$ cat src/rtl/dac_fe_pkg.sv
package dac_fe_pkg;

  // Bit positions inside the packed control-pin vector
  localparam int unsigned PIN_CS   = 0;
  localparam int unsigned PIN_WR   = 1;
  localparam int unsigned PIN_CHAN = 2;
  localparam int unsigned PIN_LOAD = 3;
  localparam int unsigned PIN_CLR  = 4;
  localparam int unsigned PIN_PD   = 5;
  localparam int unsigned PIN_CNT  = 6;

  // Idle levels: all strobes high, channel select low
  localparam logic [PIN_CNT-1:0] PIN_IDLE = 6'b111011;

  // A level that was high and is now low
  function automatic logic fell_edge(input logic prev_lvl, input logic now_lvl);
    return prev_lvl && !now_lvl;
  endfunction

  // Write condition active: select and strobe both low
  function automatic logic wr_active(input logic cs_lvl, input logic wr_lvl);
    return !cs_lvl && !wr_lvl;
  endfunction

  // Write completes when the condition goes from active to inactive
  function automatic logic wr_release(input logic act_prev, input logic act_now);
    return act_prev && !act_now;
  endfunction

endpackage

$ cat src/rtl/pin_sync.sv
module pin_sync #(
  parameter int unsigned W       = 1,
  parameter int unsigned STAGES  = 2,
  parameter logic [W-1:0] RST_VAL = '0
) (
  input  logic         clk,
  input  logic         rst_n,
  input  logic [W-1:0] pin_in,
  output logic [W-1:0] lvl_now,
  output logic [W-1:0] lvl_prev
);
  // STAGES synchroniser flops plus one history flop for edge detection
  localparam int unsigned DEPTH = STAGES + 1;

  logic [W-1:0] chain [DEPTH];

  always_ff @(posedge clk or negedge rst_n) begin
    if (!rst_n) begin
      for (int i = 0; i < DEPTH; i++) chain[i] <= RST_VAL;
    end else begin
      chain[0] <= pin_in;
      for (int i = 1; i < DEPTH; i++) chain[i] <= chain[i-1];
    end
  end

  assign lvl_now  = chain[STAGES-1];
  assign lvl_prev = chain[STAGES];

endmodule

$ cat src/rtl/dac_fe_ctrl.sv
module dac_fe_ctrl
  import dac_fe_pkg::*;
#(
  parameter int unsigned DW  = 8,
  parameter int unsigned NCH = 2
) (
  input  logic               clk,
  input  logic               rst_n,
  input  logic [PIN_CNT-1:0] pins_now,
  input  logic [PIN_CNT-1:0] pins_prev,
  input  logic [DW-1:0]      data_prev,
  output logic [NCH-1:0]     wr_hit,
  output logic [DW-1:0]      wr_data,
  output logic               auto_upd,
  output logic               sim_upd,
  output logic               clr_act,
  output logic               transparent,
  output logic               pd_flag
);
  localparam int unsigned CHW = (NCH > 1) ? $clog2(NCH) : 1;

  logic act_now, act_prev, wr_evt;
  logic [CHW-1:0] wr_chan;

  assign act_now  = wr_active(pins_now[PIN_CS],  pins_now[PIN_WR]);
  assign act_prev = wr_active(pins_prev[PIN_CS], pins_prev[PIN_WR]);
  assign wr_evt   = wr_release(act_prev, act_now);

  // Data, channel and load level come from the last sample inside the write
  assign wr_chan  = CHW'(pins_prev[PIN_CHAN]);
  assign wr_data  = data_prev;
  assign auto_upd = !pins_prev[PIN_LOAD];

  assign clr_act  = !pins_now[PIN_CLR];
  assign sim_upd  = fell_edge(pins_prev[PIN_LOAD], pins_now[PIN_LOAD]) && !clr_act;
  assign pd_flag  = !pins_now[PIN_PD];

  for (genvar c = 0; c < NCH; c++) begin : g_hit
    assign wr_hit[c] = wr_evt && (wr_chan == CHW'(c));
  end

  // Power-on transparent state, left for good on the first completed write
  always_ff @(posedge clk or negedge rst_n) begin
    if (!rst_n)      transparent <= 1'b1;
    else if (wr_evt) transparent <= 1'b0;
  end

  p_por_once_r8: assert property (@(posedge clk) disable iff (!rst_n)
    !transparent |=> !transparent);

  p_hit_needs_write_r13: assert property (@(posedge clk) disable iff (!rst_n)
    (|wr_hit) |-> !pins_prev[PIN_CS]);

endmodule

$ cat src/rtl/dac_channel.sv
module dac_channel #(
  parameter int unsigned DW = 8
) (
  input  logic          clk,
  input  logic          rst_n,
  input  logic          wr_hit,
  input  logic [DW-1:0] wr_data,
  input  logic          auto_upd,
  input  logic          sim_upd,
  input  logic          clr_act,
  input  logic          transparent,
  output logic [DW-1:0] stage_code,
  output logic [DW-1:0] out_code
);
  always_ff @(posedge clk or negedge rst_n) begin
    if (!rst_n)      stage_code <= '0;
    else if (wr_hit) stage_code <= wr_data;
  end

  // Clear first, then the write-edge update, then load edge, then power-on pass-through
  always_ff @(posedge clk or negedge rst_n) begin
    if (!rst_n)                    out_code <= '0;
    else if (clr_act)              out_code <= '0;
    else if (wr_hit && auto_upd)   out_code <= wr_data;
    else if (sim_upd)              out_code <= stage_code;
    else if (transparent)          out_code <= stage_code;
  end

  p_clr_zero_r6: assert property (@(posedge clk) disable iff (!rst_n)
    clr_act |=> (out_code == '0));

  p_stage_keep_r6: assert property (@(posedge clk) disable iff (!rst_n)
    !wr_hit |=> $stable(stage_code));

  p_auto_load_r2: assert property (@(posedge clk) disable iff (!rst_n)
    (wr_hit && auto_upd && !clr_act) |=> (out_code == $past(wr_data)));

  p_sim_load_r4: assert property (@(posedge clk) disable iff (!rst_n)
    (sim_upd && !clr_act && !wr_hit) |=> (out_code == $past(stage_code)));

  p_hold_r3: assert property (@(posedge clk) disable iff (!rst_n)
    (!clr_act && !wr_hit && !sim_upd && !transparent) |=> $stable(out_code));

endmodule

$ cat src/rtl/dual_dac_front.sv
module dual_dac_front
  import dac_fe_pkg::*;
#(
  parameter int unsigned DW          = 8,
  parameter int unsigned SYNC_STAGES = 2
) (
  input  logic          clk,
  input  logic          rst_n,
  input  logic [DW-1:0] bus_data,
  input  logic          cs_n,
  input  logic          wr_n,
  input  logic          chan_b,
  input  logic          load_n,
  input  logic          clr_n,
  input  logic          pwrdn_n,
  output logic [DW-1:0] code_a,
  output logic [DW-1:0] code_b,
  output logic          powered_down
);
  localparam int unsigned NCH = 2;

  logic [PIN_CNT-1:0] pins_raw, pins_now, pins_prev;
  logic [DW-1:0]      data_now, data_prev;

  assign pins_raw[PIN_CS]   = cs_n;
  assign pins_raw[PIN_WR]   = wr_n;
  assign pins_raw[PIN_CHAN] = chan_b;
  assign pins_raw[PIN_LOAD] = load_n;
  assign pins_raw[PIN_CLR]  = clr_n;
  assign pins_raw[PIN_PD]   = pwrdn_n;

  pin_sync #(.W(PIN_CNT), .STAGES(SYNC_STAGES), .RST_VAL(PIN_IDLE)) u_ctl_sync (
    .clk(clk), .rst_n(rst_n), .pin_in(pins_raw),
    .lvl_now(pins_now), .lvl_prev(pins_prev));

  pin_sync #(.W(DW), .STAGES(SYNC_STAGES), .RST_VAL('0)) u_dat_sync (
    .clk(clk), .rst_n(rst_n), .pin_in(bus_data),
    .lvl_now(data_now), .lvl_prev(data_prev));

  logic [NCH-1:0] wr_hit;
  logic [DW-1:0]  wr_data;
  logic           auto_upd, sim_upd, clr_act, transparent, pd_flag;

  dac_fe_ctrl #(.DW(DW), .NCH(NCH)) u_ctrl (
    .clk(clk), .rst_n(rst_n),
    .pins_now(pins_now), .pins_prev(pins_prev), .data_prev(data_prev),
    .wr_hit(wr_hit), .wr_data(wr_data), .auto_upd(auto_upd),
    .sim_upd(sim_upd), .clr_act(clr_act), .transparent(transparent),
    .pd_flag(pd_flag));

  logic [DW-1:0] stage_code [NCH];
  logic [DW-1:0] out_code   [NCH];

  for (genvar c = 0; c < NCH; c++) begin : g_ch
    dac_channel #(.DW(DW)) u_ch (
      .clk(clk), .rst_n(rst_n),
      .wr_hit(wr_hit[c]), .wr_data(wr_data), .auto_upd(auto_upd),
      .sim_upd(sim_upd), .clr_act(clr_act), .transparent(transparent),
      .stage_code(stage_code[c]), .out_code(out_code[c]));
  end

  assign code_a       = out_code[0];
  assign code_b       = out_code[1];
  assign powered_down = pd_flag;

  // data_now is part of the synchroniser chain; only the history sample is consumed
  logic unused_ok;
  assign unused_ok = ^data_now;

  p_por_zero_r8: assert property (@(posedge clk) disable iff (!rst_n)
    transparent |-> (code_a == '0 && code_b == '0));

  p_pd_keeps_codes_r9: assert property (@(posedge clk) disable iff (!rst_n)
    ($changed(pd_flag) && !clr_act && !(|wr_hit) && !sim_upd && !transparent)
      |=> (code_a == $past(code_a) && code_b == $past(code_b)));

  p_ignored_load_r7: assert property (@(posedge clk) disable iff (!rst_n)
    (clr_act && !(|wr_hit)) |=> (code_a == '0 && code_b == '0));

endmodule

$ cat config.mk
export PLATFORM = sky130hd
export DESIGN_NAME = dual_dac_front
export DESIGN_NICKNAME = d
export VERILOG_FILES = /design/src/rtl/dac_fe_pkg.sv /design/src/rtl/pin_sync.sv /design/src/rtl/dac_fe_ctrl.sv /design/src/rtl/dac_channel.sv /design/src/rtl/dual_dac_front.sv
export SDC_FILE = /design/constraint.sdc
export NUM_CORES = 1
export LEC_CHECK = 0
export BUFFER_PORTS_ARGS = -buffer_cell sky130_fd_sc_hd__buf_2
export CAP_MARGIN = 40
export CORE_ASPECT_RATIO = 1.2
export CORE_MARGIN = 1.5
export CORE_UTILIZATION = 40
export CTS_BUF_LIST = sky130_fd_sc_hd__clkbuf_2
export CTS_CLUSTER_DIAMETER = 150
export DETAILED_ROUTE_END_ITERATION = 12
export HOLD_SLACK_MARGIN = 0.06
export SYNTH_ARGS = -nofsm -noshare
export SYNTH_HDL_FRONTEND = slang
export SYNTH_SLANG_ARGS = --single-unit
$ cat constraint.sdc
create_clock -name clk -period 1.92 [get_ports clk]
set_input_delay 0.384 -clock clk [delete_from_list [all_inputs] [get_ports clk]]
set_output_delay 0.384 -clock clk [all_outputs]
set_load 0.005 [all_outputs]
Yosys cells after proc, flatten, opt, wreduce, memory -nomap -nowiden
Cells that the tools add are included.
- memories kept: 0
- input port bits: 16
- logic and storage cells: 39
- latch bits: 0
- ROM bits: 0
- register bits: 73
- RAM bits: 0
- bitwise gates (word level): 1
- divide/modulo/power cells: 0
- reductions and logical operators: 17
- magnitude comparators: 0
- add/sub/neg operators: 0
- multiplexer cells: 8
- equality and inequality tests: 2
- shifts and indexed selects: 0
- multiply operators: 0
- operators by type and width (cell ; count):
    8-bit two-way mux ; 8
    1-bit logical AND ; 9
    1-bit logical NOT ; 8
    4-bit by 1-bit inequality test with 1-bit output, second input constant ; 2
    1-bit NOT ; 1

Depth between registers and ports, before layout
- word-level depth: 8
- depth in mapped cells: 6
- gate-level depth less buffers: 4

Modules after synthesis
From an unflattened synthesis, not the netlist that was laid out.
- cells, all modules: 193
- area, all modules: 2819.0 um^2
- modules (own cells, without submodules) (module ; times used ; area an instance (um^2) ; cells an instance):
    dac_channel ; 2 ; 696.9 ; 53
    pin_sync (u_dat_sync) ; 1 ; 720.7 ; 40
    pin_sync (u_ctl_sync) ; 1 ; 559.3 ; 30
    dac_fe_ctrl ; 1 ; 145.1 ; 17

Worst setup path after synthesis
OpenSTA, ideal clock, no wires.
- path kind: register -> register
- start: register u_ctl_sync.chain, in the netlist u_ctl_sync.lvl_now[1]
- end: register g_ch[1].u_ch.out_code[0]
- stages on the path, launching flop included: 7
- path slack: 290 ps
- buffers on the path: 2
- library setup time: 126 ps
- arrival: 1504 ps
- path through: dfstp_2 nor2_1 and4bb_1 buf_2 nor2b_1 buf_2 a221o_1
- longest elaborated chain between the ends: 8
- elaborated cells on any way between the ends: 9
- those cells by class: 1 x eq/ne; 2 x mux; 6 x reduce/logical
- RTL lines (element ; RTL line ; source):
    start, declared ; pin_sync.sv:15 ; logic [W-1:0] chain [DEPTH];
    1-bit logical NOT * ; dac_fe_pkg.sv:22 ; return !cs_lvl && !wr_lvl;
    1-bit logical AND * ; dac_fe_pkg.sv:22 ;
    1-bit logical NOT * ; dac_fe_pkg.sv:27 ; return act_prev && !act_now;
    1-bit logical AND * ; dac_fe_pkg.sv:27 ;
    1-bit logical AND * ; dac_fe_ctrl.sv:39 ; assign wr_hit[c] = wr_evt && (wr_chan == CHW'(c));
    1-bit logical AND * ; dac_channel.sv:24 ; else if (wr_hit && auto_upd) out_code <= wr_data;
    8-bit two-way mux ; dac_channel.sv:24 ;
    8-bit two-way mux ; dac_channel.sv:23 ; else if (clr_act) out_code <= '0;
    end signal, assigned ; dac_channel.sv:24 ;
    end signal, assigned ; dac_channel.sv:25 ; else if (sim_upd) out_code <= stage_code;
    end signal, assigned ; dac_channel.sv:26 ; else if (transparent) out_code <= stage_code;
    end, declared ; dac_channel.sv:13 ; output logic [DW-1:0] out_code
Every way passes the cells marked *; elsewhere a longest branch is shown, timed or not.
A chain may end at the register's enable or synchronous reset.

Worst setup path in the final report
- start: register u_ctl_sync.chain, in the netlist u_ctl_sync.lvl_now[1]
- end: register g_ch[1].u_ch.out_code[2]
Same word-level chain as after synthesis.

==> results.yml <==
global_route:
  grt_remaining_overflow: 0
  grt_pass1_wl_um: 7040
  grt_pass1_vias: 1540
  grt_usage_pct: 14.0
  antenna_found_initial: 0
  grt_max_degree: 74
routing:
  dr_wl_met3_um: 177
  wl_met2_um: 1900
  wl_per_cell_um: 12.6
  drc: 0
  routed_wl_um: 3900
  vias_per_cell: 4.72
  drt_iter0_markers: 72
  drtPass1Iterations: 4
  postRouteAntennaNets: 0
  via_count: 1455
  highest_layer: "met4"
  wl_met1_um: 1700
layout:
  synthToLayoutAreaGrowth_pct: 22.1
  nets: 237
  final_cell_count_no_fill: 308
  drive_gt1_share_pct: 38.1
  diodes: 0
power:
  p_int_mw: 2.34
  p_switching_mw: 0.741
  vdd_ir_drop_max_mv: 0.429
  clockPowerShare_pct: 30.6
  p_comb_share_pct: 11.0
  p_per_area_mw_per_mm2: 999
  p_leak_nw: 1.42
  seqPwrFrac_pct: 58.3
  p_sw_share_pct: 24.1
critical_path:
  worstPathArrival_ns: 2.11
  path_cells: "nor2_1, and4bb_1, nor2b_1, a221o_1"
  end_kind: "flop"
  cpLargestDelayFamily: "simple AND/OR/NAND/NOR gates"
  crit_type: "reg2reg"
  critical_path_required_ns: 2.36
  start_kind: "flop"
  rrSetupSlack_ns: 0.25
  path_buf_inv: 0
  worst_path_largest_cell_delay_ns: 0.47
  crit_fanout: 8
  critPathSlowestCell: "nor2b_1"
sta:
  setup_viol: 0
  slew_headroom_pct: 57.0
  fin_crit_ns: 1.67
  rsz0062_at_grt: "no"
  hold_viol: 0
  period_share_pct: 87.1
  slew_viol_final: 0
  clock_skew_ns: 0.0181
  fmax_mhz: 598
  tightestPinTransition_ns: 0.643
  tns_ns: 0
worst_hold_path:
  min_path_type: "reg2reg"
clock_network:
  cts_tree: "built"
  cts_buffers: 9
  cts_root_buffer: "clkbuf_2"
  cts-htree-levels: 3
  clk_pin_slew_ns: 0.18
  cts_buffer_depth: 2
  cts_num_sinks: 73
  clkLatencyLatePin_ns: 0.49
  post_cts_buffers: 0
logic_synthesis:
  syn_area_sq_mm: 0.00252
  yosysWarnings: 0
  synth_nets: 182
  seq_area_frac_synth_pct: 73.0
  yosys-top-cells-area: "dfrtp_1 (58%), dfstp_2 (15%), mux2_2 (7.1%)"
  postSynthCellCount: 166
  post-synth-top-area-cell: "dfrtp_1"
  synth_top_cell_area_share_pct: 58.5
  synth_cell_types: 18
  syn_area_per_cell_sq_um: 15.2
  ys_seq_elements: 73
place:
  dp_cells: 277
  dpl.hpwl_um: 2650
  port_buffers: 32
  gp_congestion: 0.722
floorplan:
  fp.dieH_um: 90.0
  rows: 31
  coreArea_sq_mm: 0.00605
  pin_count: 33
  start_util_pct: 41.7
  die_w_um: 75.5
  dieArea_sq_mm: 0.00680
run_status:
  status: "completed"
job:
  cap_violations: 0
[layer usage]
metal  up-vias  global-route usage [%]
li1        699                       -
met4         0                    8.78
met5         -                       0
met3        14                    4.93
met2        40                    21.2
met1       702                    16.5
[timing repair]
| action | CTS | global route |
|---|---|---|
| resized for setup | 0 | 0 |
| hold buffers | 15 | 0 |
| hold endpoints to repair | 73 | 0 |
[cells in the mapped netlist]
cell type	n
a221o_1	16
nor4b_4	1
dfstp_2	14
o21ai_0	1
and2_1	9
mux2_2	16
buf_2	6
nand2_1	16
nor3b_4	1
and4bb_1	1
nor3_1	16
nor2b_1	3
clkbuf_1	2
nor2_1	1
inv_1	1
nor2_2	2
nand3b_1	1
dfrtp_1	59
[state kept, by name, summed over array words and instances (netlist names)]
signal	flops
g_ch.u_ch.out_code	16
g_ch.u_ch.stage_code	16
u_dat_sync.chain	8
u_dat_sync.lvl_now	8
u_dat_sync.lvl_prev	8
u_ctl_sync.chain	6
u_ctl_sync.lvl_now	6
u_ctl_sync.lvl_prev	4
u_ctrl.transparent	1
[cell families after synthesis]
| group | count (synthesis) | synth area share [%] |
|---|---|---|
| flip-flops | 73 | 73.0 |
| AND/OR/NAND/NOR | 51 | 11.6 |
| AO/OA/AOI/OAI | 17 | 6.54 |
| multiplexers | 16 | 7.14 |
| buffers and inverters | 9 | 1.64 |
[power groups by stage]
stage / combinational (mW) / sequential [mW] / clock (mW)
2_1_floorplan: 0.187 / 1.81 / 0
3_3_place_gp: 0.313 / 1.82 / 0
3_5_place_dp: 0.323 / 1.83 / 0
4_1_cts: 0.347 / 1.80 / 0.975
5_1_grt: 0.386 / 1.82 / 1.04
6_report: 0.339 / 1.80 / 0.944
[final timing paths]
check,startpoint,to,depth (start not counted)
max,u_ctl_sync.lvl_now[1]$_DFF_PN1_,g_ch[1].u_ch.out_code[2]$_DFFE_PN0P_,4
min,u_dat_sync.lvl_now[1]$_DFF_PN0_,u_dat_sync.lvl_prev[1]$_DFF_PN0_,0
max reg2reg,u_ctl_sync.lvl_now[1]$_DFF_PN1_,g_ch[1].u_ch.out_code[2]$_DFFE_PN0P_,4
min reg2reg,u_dat_sync.lvl_now[1]$_DFF_PN0_,u_dat_sync.lvl_prev[1]$_DFF_PN0_,0
max in group asynchronous,rst_n,u_ctl_sync.lvl_prev[3]$_DFF_PN1_,3
min in group asynchronous,rst_n,u_ctl_sync.chain[14]$_DFF_PN0_,3
[layout by cell type (no fill, tap or decap), drive strengths merged]
| cell type | synthesis | final |
|---|---|---|
| clkinv | 0 | 4 |
| o21ai | 1 | 1 |
| nand2 | 16 | 16 |
| a221o | 16 | 16 |
| mux2 | 16 | 16 |
| and2 | 9 | 9 |
| nor2 | 3 | 3 |
| bufinv | 0 | 2 |
| nor4b | 1 | 1 |
| dfrtp | 59 | 59 |
| nor2b | 3 | 3 |
| dlygate4sd3 | 0 | 15 |
| inv | 1 | 1 |
| nor3b | 1 | 1 |
| nand3b | 1 | 1 |
| dfstp | 14 | 14 |
| and4bb | 1 | 1 |
| buf | 6 | 37 |
| clkbuf | 2 | 10 |
| nor3 | 16 | 16 |
[per-stage QoR]
stage / hold slack (ns) / setup slack, ns / utilization, % / power (mW) / area [sq um]
2_1_floorplan: 0.0884 / 0.290 / - / 2.00 / 2520
3_3_place_gp: 0.331 / 0.342 / 46.3 / 2.13 / 2800
3_5_place_dp: 0.335 / 0.284 / 46.3 / 2.15 / 2800
4_1_cts: 0.370 / 0.230 / 51.0 / 3.12 / 3080
5_1_grt: 0.376 / 0.148 / 51.0 / 3.25 / 3080
6_report: 0.369 / 0.248 / 51.0 / 3.08 / 3080
[cell type report]
class | count | area [sq um]
Fill cell | 568 | 2970
Inverter | 1 | 3.75
Clock buffer | 10 | 50.0
Timing Repair Buffer | 52 | 360
Sequential cell | 73 | 1840
Tap cell | 82 | 103
Clock inverter | 6 | 82.6
Multi-Input combinational cell | 84 | 639
Note: power is estimated with default switching activity, not from simulation.
